### config.mk
export PLATFORM = sky130hd
export DESIGN_NAME = audio_serial_rx
export DESIGN_NICKNAME = d
export VERILOG_FILES = /design/src/rtl/audio_rx_pkg.sv /design/src/rtl/arx_input_sync.sv /design/src/rtl/arx_slot_shifter.sv /design/src/rtl/arx_frame_pair.sv /design/src/rtl/audio_serial_rx.sv
export SDC_FILE = /design/constraint.sdc
export NUM_CORES = 1
export LEC_CHECK = 0
export BUFFER_PORTS_ARGS = -buffer_cell sky130_fd_sc_hd__buf_2
export CORE_ASPECT_RATIO = 1.2
export CORE_MARGIN = 3
export CORE_UTILIZATION = 55
export CTS_CLUSTER_DIAMETER = 50
export CTS_CLUSTER_SIZE = 30
export DETAILED_ROUTE_END_ITERATION = 10
export PLACE_DENSITY = 0.75
export SYNTH_ARGS = -nofsm -noshare
export SYNTH_HDL_FRONTEND = slang
export SYNTH_SLANG_ARGS = --single-unit
### constraint.sdc
create_clock -name clk -period 2.07 [get_ports clk]
set_clock_uncertainty 0.15 [all_clocks]
set_input_delay 0.1035 -clock clk [delete_from_list [all_inputs] [get_ports clk]]
set_output_delay 0.1035 -clock clk [all_outputs]
set_load 0.02 [all_outputs]
### src/rtl/audio_rx_pkg.sv
package audio_rx_pkg;
  localparam int DEF_SAMPLE_W = 24;

  typedef enum logic {
    FMT_JUSTIFIED = 1'b0,
    FMT_I2S       = 1'b1
  } rx_fmt_e;
endpackage

### src/rtl/arx_input_sync.sv
module arx_input_sync #(
  parameter int STAGES = 2
) (
  input  logic clk,
  input  logic rst,
  input  logic bclk_in,
  input  logic fclk_in,
  input  logic data_in,
  output logic bit_stb,
  output logic fr_lvl,
  output logic bit_val
);
  localparam int LAST = STAGES - 1;

  logic [2:0] pipe [STAGES];
  logic       bclk_d;

  always_ff @(posedge clk) begin
    if (rst) pipe[0] <= '0;
    else     pipe[0] <= {bclk_in, fclk_in, data_in};
  end

  generate
    for (genvar g = 1; g < STAGES; g++) begin : g_stage
      always_ff @(posedge clk) begin
        if (rst) pipe[g] <= '0;
        else     pipe[g] <= pipe[g-1];
      end
    end
  endgenerate

  always_ff @(posedge clk) begin
    if (rst) bclk_d <= 1'b0;
    else     bclk_d <= pipe[LAST][2];
  end

  assign bit_stb = pipe[LAST][2] & ~bclk_d;
  assign fr_lvl  = pipe[LAST][1];
  assign bit_val = pipe[LAST][0];
endmodule

### src/rtl/arx_slot_shifter.sv
module arx_slot_shifter
  import audio_rx_pkg::*;
#(
  parameter int W = DEF_SAMPLE_W
) (
  input  logic         clk,
  input  logic         rst,
  input  logic         fmt_i2s,
  input  logic         bit_stb,
  input  logic         fr_lvl,
  input  logic         bit_val,
  output logic         slot_done,
  output logic         slot_left,
  output logic [W-1:0] slot_data
);
  localparam int            CW       = $clog2(W + 1);
  localparam logic [CW-1:0] CNT_MAX  = CW'(W);
  localparam logic [W-1:0]  TOP_BIT  = {1'b1, {(W-1){1'b0}}};

  logic          is_i2s;
  logic [CW-1:0] cnt;
  logic [W-1:0]  sh, sh_upd, mask;
  logic          primed, started, prev_f;

  assign is_i2s = (rx_fmt_e'(fmt_i2s) == FMT_I2S);
  // Position of the next bit; shifts out to zero once the slot is full.
  assign mask   = TOP_BIT >> cnt;
  assign sh_upd = sh | (bit_val ? mask : '0);

  always_ff @(posedge clk) begin
    if (rst) begin
      cnt       <= '0;
      sh        <= '0;
      primed    <= 1'b0;
      started   <= 1'b0;
      prev_f    <= 1'b0;
      slot_done <= 1'b0;
      slot_left <= 1'b0;
      slot_data <= '0;
    end else begin
      slot_done <= 1'b0;
      if (bit_stb) begin
        primed <= 1'b1;
        prev_f <= fr_lvl;
        if (primed && (fr_lvl != prev_f)) begin
          // Slot boundary: close the old slot, open the new one.
          slot_done <= started;
          slot_left <= prev_f ^ is_i2s;
          slot_data <= is_i2s ? sh_upd : sh;
          started   <= 1'b1;
          if (is_i2s) begin
            sh  <= '0;
            cnt <= '0;
          end else begin
            sh  <= bit_val ? TOP_BIT : '0;
            cnt <= CW'(1);
          end
        end else if (primed && (cnt != CNT_MAX)) begin
          sh  <= sh_upd;
          cnt <= cnt + 1'b1;
        end
      end
    end
  end
endmodule

### src/rtl/arx_frame_pair.sv
module arx_frame_pair #(
  parameter int W = 24
) (
  input  logic         clk,
  input  logic         rst,
  input  logic         slot_done,
  input  logic         slot_left,
  input  logic [W-1:0] slot_data,
  output logic [W-1:0] left_o,
  output logic [W-1:0] right_o,
  output logic         valid_o
);
  logic [W-1:0] left_hold;
  logic         have_left;

  always_ff @(posedge clk) begin
    if (rst) begin
      left_hold <= '0;
      have_left <= 1'b0;
      left_o    <= '0;
      right_o   <= '0;
      valid_o   <= 1'b0;
    end else begin
      valid_o <= 1'b0;
      if (slot_done) begin
        if (slot_left) begin
          left_hold <= slot_data;
          have_left <= 1'b1;
        end else if (have_left) begin
          left_o    <= left_hold;
          right_o   <= slot_data;
          valid_o   <= 1'b1;
          have_left <= 1'b0;
        end
      end
    end
  end
endmodule

### src/rtl/audio_serial_rx.sv
module audio_serial_rx
  import audio_rx_pkg::*;
#(
  parameter int SAMPLE_W    = DEF_SAMPLE_W,
  parameter int SYNC_STAGES = 2
) (
  input  logic                clk,
  input  logic                rst,
  input  logic                fmt_i2s,
  input  logic                ser_bclk,
  input  logic                ser_fclk,
  input  logic                ser_data,
  output logic [SAMPLE_W-1:0] left_o,
  output logic [SAMPLE_W-1:0] right_o,
  output logic                valid_o
);
  logic                bit_stb, fr_lvl, bit_val;
  logic                slot_done, slot_left;
  logic [SAMPLE_W-1:0] slot_data;

  arx_input_sync #(.STAGES(SYNC_STAGES)) u_sync (
    .clk(clk), .rst(rst),
    .bclk_in(ser_bclk), .fclk_in(ser_fclk), .data_in(ser_data),
    .bit_stb(bit_stb), .fr_lvl(fr_lvl), .bit_val(bit_val)
  );

  arx_slot_shifter #(.W(SAMPLE_W)) u_slot (
    .clk(clk), .rst(rst), .fmt_i2s(fmt_i2s),
    .bit_stb(bit_stb), .fr_lvl(fr_lvl), .bit_val(bit_val),
    .slot_done(slot_done), .slot_left(slot_left), .slot_data(slot_data)
  );

  arx_frame_pair #(.W(SAMPLE_W)) u_pair (
    .clk(clk), .rst(rst),
    .slot_done(slot_done), .slot_left(slot_left), .slot_data(slot_data),
    .left_o(left_o), .right_o(right_o), .valid_o(valid_o)
  );
endmodule

==> results.py <==
metrics = {
    "worst_setup_path": {
        "crit_end": "u_slot.slot_data[20]",
        "cp_data_arrival_time_ns": 2.13,
        "cp_max_fo": 20,
        "critPathRequiredTime_ns": 2.31,
        "reg2reg_depth": 4,
        "start_kind": "register",
        "reg2reg_from": "u_slot.cnt[2]",
        "rrSetupSlack_ns": 0.19,
        "path_class": "reg -> reg",
        "reg2reg_to": "u_slot.slot_data[20]",
        "critPathCaptureType": "register",
        "crit_start": "u_slot.cnt[2]",
    },
    "detailed_routing": {
        "drc": 0,
        "via_count": 4246,
        "viasPerCell": 5.37,
        "drtAntennaViolNets": 0,
        "wl_um": 11100,
        "drt_iter0_drc": 238,
        "first_pass_iters": 4,
        "wire_per_inst_um": 14.0,
    },
    "floorplanning": {
        "dieArea_um2": 10400,
        "die_y_um": 111,
        "initial_utilization": 0.577,
        "core_area_um2": 8800,
        "fp-row-count": 37,
        "pin_count": 55,
        "die_w_um": 93.7,
    },
    "finish": {
        "drive_gt1_frac": 0.154,
        "final_common_cell": "nand2_1",
        "nets": 673,
        "n_antenna_cell": 0,
        "fill_cells": 721,
        "multi_input_area_um2": 2090,
        "area_delta_synth_final_pct": 19.6,
        "regArea_um2": 2780,
        "final_cell_mix": "nand2_1 (152), dfxtp_1 (139), a21oi_1 (93), nor2_1 (71), buf_2 (53)",
    },
    "clocking": {
        "clk_pin_slew_ns": 0.06,
        "clock_sinks": 139,
        "cts_tree": "built",
        "cts_buffers": 17,
        "max-clock-path-buffers": 2,
        "post_cts_buffers": 0,
        "cts_htree_levels": 4,
        "clk_latency_ns": 0.52,
        "cts_root_buf": "clkbuf_8",
    },
    "grt": {
        "grt_overflow": 0,
        "grt_util_all_layers": 0.223,
        "grt_pass1_vias": 3994,
        "grt_max_degree": 88,
        "antenna_found_initial": 0,
        "grt_pass1_wl_um": 18500,
    },
    "power": {
        "max-vdd-ir-drop_mv": 0.629,
        "leakagePower_nw": 2.29,
        "p_total_mw": 5.66,
        "powerDensity_nw_per_um2": 932,
    },
    "outcome": {
        "status": "complete, no violations",
    },
    "sta": {
        "rsz0062_at_grt": "no",
        "period_share": 0.910,
        "worst_slew_pin_slew_ns": 0.840,
        "finalHoldViolations": 0,
        "fin_setup_tns_ns": 0,
        "fmax_mhz": 531,
        "period_minus_slack_ns": 1.88,
        "finalMaxSlewViolations": 0,
        "slew_headroom": 0.439,
        "setup_violations": 0,
    },
    "yosys": {
        "muxShareOfSynthArea": 0.00197,
        "synthAdderAreaFrac": 0.0148,
        "synth.largest_area_cell": "dfxtp_1",
        "netlist_area_um2": 5080,
        "synthDominantCellAreaShare": 0.548,
        "yosys.area_share.simple": 0.245,
        "synth-seq-area-share": 0.548,
        "ys_types": 37,
        "ys.flop_type": "dfxtp_1",
        "synth_enable_flop_cells": 0,
        "syn-mean-instance-area_um2": 8.31,
        "synthesis.nets": 623,
        "synth_top_family_by_area": "simple AND/OR/NAND/NOR gates",
        "synth_compound_area_frac": 0.139,
        "ys_ff_latch": 139,
        "synth_xor_area_frac": 0.00838,
        "async_flop_share": 0,
        "syn_inst": 611,
        "yosys_warnings": 0,
        "synth_area_leaders": "dfxtp_1 (55%), nand2_1 (11%), a21oi_1 (9.2%), nor2_1 (5.2%), nor3_1 (2.9%)",
    },
    "flow_run": {
        "maxCapViolations": 0,
    },
    "placement": {
        "port_buffers": 54,
        "dp_hpwl_um": 7090,
        "gp_congestion": 0.890,
    },
    "worst_hold_path": {
        "hold_class": "reg -> reg",
    },
}
## cells in the mapped netlist, types with 2 or more instances
library cell and number:
buf_1 6, nor3_2 3, nor2b_1 11, nand3_1 3
buf_2 7, ha_1 6, a211oi_2 4, nand2_1 152
nand4_1 2, and3b_1 2, a21oi_1 93, a31oi_1 10
nand2b_1 6, buf_4 3, nor2_1 71, xor2_1 2
a211oi_1 12, buf_6 2, nand3b_1 2, inv_1 5
dfxtp_1 139, clkbuf_1 25, nand4b_1 3, nor3_1 29
## worst max-delay path, cell delays in order, from the launching register on
cell and delay [ns]:
dfxtp_1 0.75, inv_1 0.13, ha_1 0.32, a211oi_1 0.32, nor3_1 0.09
## worst min-delay path by stage
stage                        endpoint         startpoint  depth (start not counted)
floorplan           u_sync.pipe[0][0]           ser_data                          1
global placement    u_sync.pipe[0][0]           ser_data                          2
detailed placement  u_sync.pipe[0][2]           ser_bclk                          2
CTS                 u_sync.pipe[1][2]  u_sync.pipe[0][2]                          1
global route        u_sync.pipe[1][2]  u_sync.pipe[0][2]                          1
finish              u_sync.pipe[1][2]  u_sync.pipe[0][2]                          1
## final cells by class
cell class | instances | share of cell area
Clock buffer | 25 | 0.0797
Clock inverter | 7 | 0.0144
Inverter | 5 | 0.00309
Multi-Input combinational cell | 424 | 0.343
Sequential cell | 139 | 0.458
Tap cell | 117 | 0.0241
Timing Repair Buffer | 74 | 0.0770
## power by group
part | leakage (nW) | switching, mW | internal, mW
sequential | 1.12 | 0.00775 | 2.69
combinational | 0.887 | 0.0626 | 0.0317
clock | 0.282 | 1.04 | 1.83
total | 2.29 | 1.11 | 4.55
## timing repair
action	4_1_cts	5_1_grt
hold endpoints to repair	28	0
hold buffers	8	0
setup endpoints to repair	0	26
resized for setup	0	1
## cells by family after synthesis
| group | Yosys count |
|---|---|
| and+or+nand+nor | 289 |
| muxes | 1 |
| AOI/OAI and AO/OA | 124 |
| DFF | 139 |
| buffers and inverters | 48 |
| xor gates and xnor gates | 4 |
| adders and majority gates | 6 |
## metrics by stage
step / worst slack, ns / area [um^2] / std cells / hold WS, ns / utilization
after floorplan: 0.346 / 5080 / 611 / 0.0817 / -
after global placement: 0.182 / 5420 / 751 / 0.166 / 0.616
after detailed placement: 0.122 / 5420 / 751 / 0.179 / 0.616
after CTS: 0.105 / 6070 / 791 / 0.297 / 0.690
after global routing: 0.0702 / 6070 / 791 / 0.310 / 0.690
final: 0.185 / 6070 / 791 / 0.291 / 0.690
## layer usage
metal  GRT usage  wire, um
met5           0         0
met4      0.0944       284
met3      0.0638       589
met2       0.361      5370
met1       0.275      4810
## sequential cells by signal (all words and copies together), names as in the netlist, 5 cells and up
name / cells
u_pair.left_o: 24
u_pair.right_o: 24
u_pair.left_hold: 24
u_slot.sh: 24
u_sync.pipe: 6
u_slot.slot_data: 24
u_slot.cnt: 5
Power figures use the tool's default switching activity.
